### src/rtl/jtag_tap_pkg.sv
// Package: shared controller state encoding, instruction codes and
// data-path select values for the memory test access port.
package jtag_tap_pkg;

    localparam int IR_W = 3;

    // Controller states, standard four-bit encoding.
    typedef enum logic [3:0] {
        ST_EX2DR = 4'h0,
        ST_EX1DR = 4'h1,
        ST_SHDR  = 4'h2,
        ST_PSDR  = 4'h3,
        ST_SELIR = 4'h4,
        ST_UPDR  = 4'h5,
        ST_CAPDR = 4'h6,
        ST_SELDR = 4'h7,
        ST_EX2IR = 4'h8,
        ST_EX1IR = 4'h9,
        ST_SHIR  = 4'hA,
        ST_PSIR  = 4'hB,
        ST_RTI   = 4'hC,
        ST_UPIR  = 4'hD,
        ST_CAPIR = 4'hE,
        ST_TLR   = 4'hF
    } tap_state_t;

    // Instruction codes with a defined meaning.
    localparam logic [IR_W-1:0] OP_EXTEST  = 3'b000;
    localparam logic [IR_W-1:0] OP_IDCODE  = 3'b001;
    localparam logic [IR_W-1:0] OP_SAMPLEZ = 3'b010;
    localparam logic [IR_W-1:0] OP_PRELOAD = 3'b100;
    localparam logic [IR_W-1:0] OP_BYPASS  = 3'b111;

    // Pattern loaded into the instruction shifter in Capture-IR.
    localparam logic [IR_W-1:0] IR_CAPTURE = 3'b001;

    // Which data shifter sits between tdi and tdo.
    typedef enum logic [1:0] {
        SEL_BYP = 2'd0,
        SEL_ID  = 2'd1,
        SEL_BSR = 2'd2
    } dr_sel_t;

endpackage

### src/rtl/jtag_tap_fsm.sv
// Module: sixteen-state test controller.
// Assumes tms is stable around rising tck. trst_n is a synchronous
// active-low reset that forces Test-Logic-Reset.
module jtag_tap_fsm
    import jtag_tap_pkg::*;
(
    input  logic       tck,
    input  logic       trst_n,
    input  logic       tms,
    output tap_state_t state
);

    tap_state_t nxt;

    // Next-state table for the controller.
    always_comb begin
        unique case (state)
            ST_TLR:   nxt = tms ? ST_TLR   : ST_RTI;
            ST_RTI:   nxt = tms ? ST_SELDR : ST_RTI;
            ST_SELDR: nxt = tms ? ST_SELIR : ST_CAPDR;
            ST_CAPDR: nxt = tms ? ST_EX1DR : ST_SHDR;
            ST_SHDR:  nxt = tms ? ST_EX1DR : ST_SHDR;
            ST_EX1DR: nxt = tms ? ST_UPDR  : ST_PSDR;
            ST_PSDR:  nxt = tms ? ST_EX2DR : ST_PSDR;
            ST_EX2DR: nxt = tms ? ST_UPDR  : ST_SHDR;
            ST_UPDR:  nxt = tms ? ST_SELDR : ST_RTI;
            ST_SELIR: nxt = tms ? ST_TLR   : ST_CAPIR;
            ST_CAPIR: nxt = tms ? ST_EX1IR : ST_SHIR;
            ST_SHIR:  nxt = tms ? ST_EX1IR : ST_SHIR;
            ST_EX1IR: nxt = tms ? ST_UPIR  : ST_PSIR;
            ST_PSIR:  nxt = tms ? ST_EX2IR : ST_PSIR;
            ST_EX2IR: nxt = tms ? ST_UPIR  : ST_SHIR;
            ST_UPIR:  nxt = tms ? ST_SELDR : ST_RTI;
            default:  nxt = ST_TLR;
        endcase
    end

    // State register, updated on rising tck.
    always_ff @(posedge tck) begin
        if (!trst_n) state <= ST_TLR;
        else         state <= nxt;
    end

    // five rising edges with tms high always end in Test-Logic-Reset.
    p_five_tms_reset_r1: assert property (@(posedge tck) disable iff (!trst_n)
        (tms && $past(tms) && $past(tms, 2) && $past(tms, 3) && $past(tms, 4))
        |=> (state == ST_TLR));

endmodule

### src/rtl/jtag_tap_ir.sv
// Module: instruction shifter, instruction hold register and decoder.
// Assumes the controller state comes from jtag_tap_fsm. The hold
// register changes on falling tck only, in Update-IR or Test-Logic-Reset.
module jtag_tap_ir
    import jtag_tap_pkg::*;
(
    input  logic            tck,
    input  logic            trst_n,
    input  tap_state_t      state,
    input  logic            tdi,
    output logic            ir_so,
    output logic [IR_W-1:0] ir_code,
    output dr_sel_t         dr_sel,
    output logic            mem_hiz
);

    logic [IR_W-1:0] ir_sh;

    // Instruction shifter: capture the fixed pattern, then shift in LSB first.
    always_ff @(posedge tck) begin
        if (!trst_n)                ir_sh <= IR_CAPTURE;
        else if (state == ST_CAPIR) ir_sh <= IR_CAPTURE;
        else if (state == ST_SHIR)  ir_sh <= {tdi, ir_sh[IR_W-1:1]};
    end

    // Instruction hold register: reset to the identity code, load on Update-IR.
    always_ff @(negedge tck) begin
        if (!trst_n || state == ST_TLR) ir_code <= OP_IDCODE;
        else if (state == ST_UPIR)      ir_code <= ir_sh;
    end

    // Decoder: path select and output float; every other code means bypass.
    always_comb begin
        unique case (ir_code)
            OP_EXTEST, OP_SAMPLEZ: begin dr_sel = SEL_BSR; mem_hiz = 1'b1; end
            OP_PRELOAD:            begin dr_sel = SEL_BSR; mem_hiz = 1'b0; end
            OP_IDCODE:             begin dr_sel = SEL_ID;  mem_hiz = 1'b0; end
            default:               begin dr_sel = SEL_BYP; mem_hiz = 1'b0; end
        endcase
    end

    assign ir_so = ir_sh[0];

    // the instruction only moves on Update-IR (or Test-Logic-Reset).
    p_ir_update_only_r5: assert property (@(negedge tck) disable iff (!trst_n)
        (state != ST_UPIR && state != ST_TLR) |=> $stable(ir_code));

    // Test-Logic-Reset leaves the identity instruction in place.
    p_tlr_idcode_r6: assert property (@(negedge tck) disable iff (!trst_n)
        (state == ST_TLR) |=> (ir_code == OP_IDCODE));

    // outputs are only floated while the boundary chain is selected.
    p_hiz_needs_bsr_r2: assert property (@(posedge tck) disable iff (!trst_n)
        mem_hiz |-> (dr_sel == SEL_BSR));

endmodule

### src/rtl/jtag_tap_dr.sv
// Module: data shifters (bypass, identity, boundary chain) and the
// boundary update register. Assumes dr_sel only changes on falling tck.
module jtag_tap_dr
    import jtag_tap_pkg::*;
#(
    parameter int          BSR_W   = 71,
    parameter int          ID_W    = 32,
    parameter logic [ID_W-1:0] ID_WORD = 32'h0BA2_6069
) (
    input  logic             tck,
    input  logic             trst_n,
    input  tap_state_t       state,
    input  dr_sel_t          dr_sel,
    input  logic             tdi,
    input  logic [BSR_W-1:0] io_snapshot,
    output logic             dr_so,
    output logic [BSR_W-1:0] bsr_out
);

    logic             byp_sh;
    logic [ID_W-1:0]  id_sh;
    logic [BSR_W-1:0] bsr_sh;

    logic cap_en, sh_en;
    assign cap_en = (state == ST_CAPDR);
    assign sh_en  = (state == ST_SHDR);

    // Bypass stage: capture zero, shift one bit.
    always_ff @(posedge tck) begin
        if (!trst_n)                        byp_sh <= 1'b0;
        else if (cap_en && dr_sel == SEL_BYP) byp_sh <= 1'b0;
        else if (sh_en && dr_sel == SEL_BYP)  byp_sh <= tdi;
    end

    // Identity shifter: reload the fixed word, shift LSB first.
    always_ff @(posedge tck) begin
        if (!trst_n)                         id_sh <= ID_WORD;
        else if (cap_en && dr_sel == SEL_ID) id_sh <= ID_WORD;
        else if (sh_en && dr_sel == SEL_ID)  id_sh <= {tdi, id_sh[ID_W-1:1]};
    end

    // Boundary chain: snapshot the I/O ring, shift LSB first.
    always_ff @(posedge tck) begin
        if (!trst_n)                          bsr_sh <= '0;
        else if (cap_en && dr_sel == SEL_BSR) bsr_sh <= io_snapshot;
        else if (sh_en && dr_sel == SEL_BSR)  bsr_sh <= {tdi, bsr_sh[BSR_W-1:1]};
    end

    // Boundary update register, loaded on falling tck in Update-DR.
    always_ff @(negedge tck) begin
        if (!trst_n)                                       bsr_out <= '0;
        else if (state == ST_UPDR && dr_sel == SEL_BSR)    bsr_out <= bsr_sh;
    end

    // Serial output of the selected shifter.
    always_comb begin
        unique case (dr_sel)
            SEL_ID:  dr_so = id_sh[0];
            SEL_BSR: dr_so = bsr_sh[0];
            default: dr_so = byp_sh;
        endcase
    end

    // bypass captures zero.
    p_byp_capture_r8: assert property (@(posedge tck) disable iff (!trst_n)
        (cap_en && dr_sel == SEL_BYP) |=> (byp_sh == 1'b0));

    // identity word is reloaded in Capture-DR.
    p_id_capture_r8: assert property (@(posedge tck) disable iff (!trst_n)
        (cap_en && dr_sel == SEL_ID) |=> (id_sh == ID_WORD));

    // the update register holds outside a boundary Update-DR.
    p_bsr_hold_r9: assert property (@(negedge tck) disable iff (!trst_n)
        !(state == ST_UPDR && dr_sel == SEL_BSR) |=> $stable(bsr_out));

endmodule

### src/rtl/jtag_mem_tap.sv
// Module: top of the memory test access port. Ties together the
// controller, instruction logic and data shifters, and retimes tdo
// to falling tck. Assumes trst_n is low from power-up for a few tck.
module jtag_mem_tap
    import jtag_tap_pkg::*;
#(
    parameter int          BSR_W   = 71,
    parameter logic [31:0] ID_WORD = 32'h0BA2_6069
) (
    input  logic             tck,
    input  logic             trst_n,
    input  logic             tms,
    input  logic             tdi,
    input  logic [BSR_W-1:0] io_snapshot,
    output logic             tdo,
    output logic             tdo_en,
    output logic             mem_hiz,
    output logic             bsc_capture,
    output logic             bsc_update,
    output logic [BSR_W-1:0] bsr_out
);

    localparam int ID_W = $bits(ID_WORD);

    tap_state_t      state;
    dr_sel_t         dr_sel;
    logic [IR_W-1:0] ir_code;
    logic            ir_so, dr_so;

    jtag_tap_fsm i_fsm (
        .tck    (tck),
        .trst_n (trst_n),
        .tms    (tms),
        .state  (state)
    );

    jtag_tap_ir i_ir (
        .tck     (tck),
        .trst_n  (trst_n),
        .state   (state),
        .tdi     (tdi),
        .ir_so   (ir_so),
        .ir_code (ir_code),
        .dr_sel  (dr_sel),
        .mem_hiz (mem_hiz)
    );

    jtag_tap_dr #(
        .BSR_W   (BSR_W),
        .ID_W    (ID_W),
        .ID_WORD (ID_WORD)
    ) i_dr (
        .tck         (tck),
        .trst_n      (trst_n),
        .state       (state),
        .dr_sel      (dr_sel),
        .tdi         (tdi),
        .io_snapshot (io_snapshot),
        .dr_so       (dr_so),
        .bsr_out     (bsr_out)
    );

    // Boundary cell strobes, qualified by the selected path.
    assign bsc_capture = (state == ST_CAPDR) && (dr_sel == SEL_BSR);
    assign bsc_update  = (state == ST_UPDR)  && (dr_sel == SEL_BSR);

    // Serial output and its enable, retimed to falling tck.
    always_ff @(negedge tck) begin
        if (!trst_n) begin
            tdo    <= 1'b0;
            tdo_en <= 1'b0;
        end else begin
            tdo    <= (state == ST_SHIR) ? ir_so : dr_so;
            tdo_en <= (state == ST_SHIR) || (state == ST_SHDR);
        end
    end

    // the pad driver is only enabled from a shift state.
    p_tdo_en_shift_r7: assert property (@(posedge tck) disable iff (!trst_n)
        tdo_en |-> (state == ST_SHIR || state == ST_SHDR));

    // the identity instruction is active, so nothing is floated.
    p_no_hiz_idcode_r6: assert property (@(posedge tck) disable iff (!trst_n)
        (ir_code == OP_IDCODE) |-> !mem_hiz);

endmodule

### config.mk
export PLATFORM = sky130hd
export DESIGN_NAME = jtag_mem_tap
export DESIGN_NICKNAME = d
export VERILOG_FILES = /design/src/rtl/jtag_tap_pkg.sv /design/src/rtl/jtag_tap_fsm.sv /design/src/rtl/jtag_tap_ir.sv /design/src/rtl/jtag_tap_dr.sv /design/src/rtl/jtag_mem_tap.sv
export SDC_FILE = /design/constraint.sdc
export NUM_CORES = 1
export LEC_CHECK = 0
export BUFFER_PORTS_ARGS = -buffer_cell sky130_fd_sc_hd__buf_2
export CORE_UTILIZATION = 52
export CTS_BUF_LIST = sky130_fd_sc_hd__clkbuf_2
export DETAILED_ROUTE_END_ITERATION = 8
export HOLD_SLACK_MARGIN = 0.05
export PLACE_DENSITY = 0.85
export SLEW_MARGIN = 25
export SYNTH_ARGS = -nofsm -noshare
export SYNTH_HDL_FRONTEND = slang
export SYNTH_SLANG_ARGS = --single-unit
### constraint.sdc
create_clock -name tck -period 1.9 [get_ports tck]
set_input_delay 0.285 -clock tck [delete_from_list [all_inputs] [get_ports tck]]
set_output_delay 0.285 -clock tck [all_outputs]
set_load 0.05 [all_outputs]
==> reports/qor.yml <==
global_routing:
  grt.total_usage_pct: 26.7
  grt_max_degree: 63
  antenna_found_initial: 2
  grt_pass1_vias: 7137
  grt_pass1_wl_um: 34500
  grt_overflow_total: 0
finish:
  area_delta_synth_final_pct: 56.8
  fillerInstances: 690
  final_cell_mix: "160 x nand2_1, 137 x mux2i_1, 107 x dfxtp_1, 80 x inv_1, 79 x dfxtp_2"
  seq_area_um2: 3850
  layout.cells.non_filler: 1405
  final_nets: 1257
  mostFrequentLayoutCell: "nand2_1"
  drive_above_1_share_pct: 44.0
  multi_input_area_um2: 4480
placement:
  io_buffers: 150
  hpwl_um: 11600
  place_ws_ns: -0.877
  place_congestion: 0.777
  dp.cells: 1169
run_status:
  status: "finished, violations left"
  violations: "negative setup slack"
sta:
  setup_ws_ns: -1.51
  finalClockSkew_ns: 0.0805
  worst_hold_slack_ns: 0.377
  tightestPinTransition_ns: 1.07
  finalHoldViolCount: 0
  rsz0062_at_grt: "yes"
  slew_headroom_pct: 28.5
  finalSetupViolCount: 256
  tns_ns: -194.28
  slew_viol_final: 0
detailed_routing:
  dr.pass1.iters: 7
  via_count: 8116
  avgViaCountPerCell: 5.78
  drc: 0
  ant_nets: 0
  drt-wirelength-per-cell_um: 20.8
  drt_iter0_markers: 656
  routed_wl_um: 29200
pwr:
  ir_worst_vdd_mv: 0.390
  power.density_nw_per_um2: 619
  p_leak_uw: 0.00534
critical_path:
  cpPeakStageDelay_ns: 0.41
  cp-start-kind: "register"
  r2r_cells: 9
  cp.required_ns: 1.62
  end_kind: "output port"
  crit_slowest_cell: "or3b_4"
  crit_path_max_fanout: 3
  critPathKind: "register to output port"
  crit_path_cell_trace: "or3b_4 > ha_4 > and4bb_4 > and2_4 > buf_8"
  arrival_ns: 3.12
synth:
  synth_top_area_share_pct: 45.9
  ys_types: 37
  syn-num-nets: 917
  synth-seq-cells: 187
  ys_warn_count: 0
  yosysTopAreaCell: "dfxtp_1"
  syn_area_um2: 8160
  synth-seq-area-share_pct: 45.9
  synthCells: 839
  synth_area_leaders: "dfxtp_1 46%, mux2i_1 17%, a211oi_2 11%, nand2_1 7.4%, nor2_1 3.9%"
  syn_area_per_cell_um2: 9.73
clock_tree:
  cts_tree: "done"
  cts_sinks: 187
  clkLatencyLatePin_ns: 0.80
  cts_buffers: 17
  clock_path_buffers: 2
  h-tree-depth: 4
  root_buffer: "clkbuf_2"
  clkTransAtPathRegs_ns: 0.26
floorplanning:
  core-area_um2: 15300
  rows: 45
  start_util_pct: 53.5
  die_h_um: 127
  io_pins: 151
  dieArea_um2: 16200
  die_width_um: 127
job:
  max_cap_violations: 0
min_path:
  whs_path_depth: 3
  hold_path.class: "input port to register"
## cell families after synthesis
family | count (synthesis) | synth area share, %
compound gates | 126 | 14.8
fa+ha+maj | 3 | 0.460
buf+inv | 83 | 6.18
flops | 187 | 45.9
mux | 142 | 17.4
simple gates | 298 | 15.3
## report_power, final
part | switching (µW) | total, µW | internal (µW) | leakage [µW]
clock | 2030 | 3140 | 1110 | 0.000575
combinational | 458 | 827 | 369 | 0.00322
sequential | 10.2 | 3960 | 3950 | 0.00154
total | 2500 | 7920 | 5420 | 0.00534
## cells in the mapped netlist (all sizes together)
master,n
a31oi,1
nand4,9
o2111a,1
and3,1
or3b,3
clkbuf,31
o21ai,25
nand2,160
and2,1
nand4bb,1
o31ai,8
nand3b,1
clkinv,1
nor3,14
o221ai,2
nand2b,1
a221o,1
nor2b,3
nor2,85
dfxtp,187
o211ai,1
a211oi,72
and4,1
mux2i,142
buf,44
ha,3
a21oi,15
nor4bb,1
nand3,15
inv,7
and4bb,2
## flip-flops by register name (all words and copies together) (netlist names)
register	count
tdo_en	1
tdo	1
i_dr.bsr_sh	71
i_dr.id_sh	32
i_ir.ir_code	3
i_dr.bsr_out	71
i_dr.byp_sh	1
i_ir.ir_sh	3
i_fsm.state	4
## through the flow
| step | cell area (µm²) | total power [µW] | util [%] |
|---|---|---|---|
| finish | 12800 | 7920 | 83.9 |
| global placement | 9270 | 4900 | 60.7 |
| detailed placement | 9270 | 4910 | 60.7 |
| CTS | 11000 | 7710 | 71.9 |
| global route | 12800 | 8220 | 83.9 |
| floorplan | 8390 | 4740 | - |
## routing by layer
layer	vias to the layer above	wire [µm]	global-route usage [%]
met5	-	0	0
met4	0	1940	14.2
met3	160	1910	4.98
met2	453	14700	47.5
met1	3911	10600	30.4
li1	3592	-	-
## final timing paths
path | from | endpoint | slack (ns)
max | i_ir.ir_code[0]$_SDFFE_NP1N_ | bsc_capture | -1.51
min | tms | i_fsm.state[1]$_SDFF_PN1_ | 0.38
max reg2reg | i_ir.ir_code[0]$_SDFFE_NP1N_ | i_dr.id_sh[13]$_SDFFE_PP1P_ | -1.14
min reg2reg | i_dr.id_sh[22]$_SDFFE_PP0P_ | i_dr.id_sh[22]$_SDFFE_PP0P_ | 0.48
## cell type report
cell class | count | area share (%)
Clock inverter | 90 | 3.76
Clock buffer | 18 | 0.704
Multi-Input combinational cell | 569 | 35.0
Tap cell | 211 | 2.06
Timing Repair Buffer | 321 | 28.1
Inverter | 7 | 0.283
Antenna cell | 2 | 0.0391
Sequential cell | 187 | 30.0
## worst max-delay path: cells and delay by family (launching register included)
| family | cells | cell delay [ns] |
|---|---|---|
| buffers and inverters | 1 | 0.14 |
| DFF | 1 | 0.34 |
| adders and majority gates | 1 | 0.18 |
| and+or+nand+nor | 3 | 0.77 |
## what timing repair did
item / 4_1_cts / 5_1_grt
pin swaps: 6 / 10
setup endpoints to repair: 256 / 256
cloned: 3 / 20
endpoints found under the hold margin: 106 / 0
gates resized for setup: 103 / 434
setup buffers: 4 / 26
hold buffers: 74 / 0
Power figures use the tool's default switching activity.
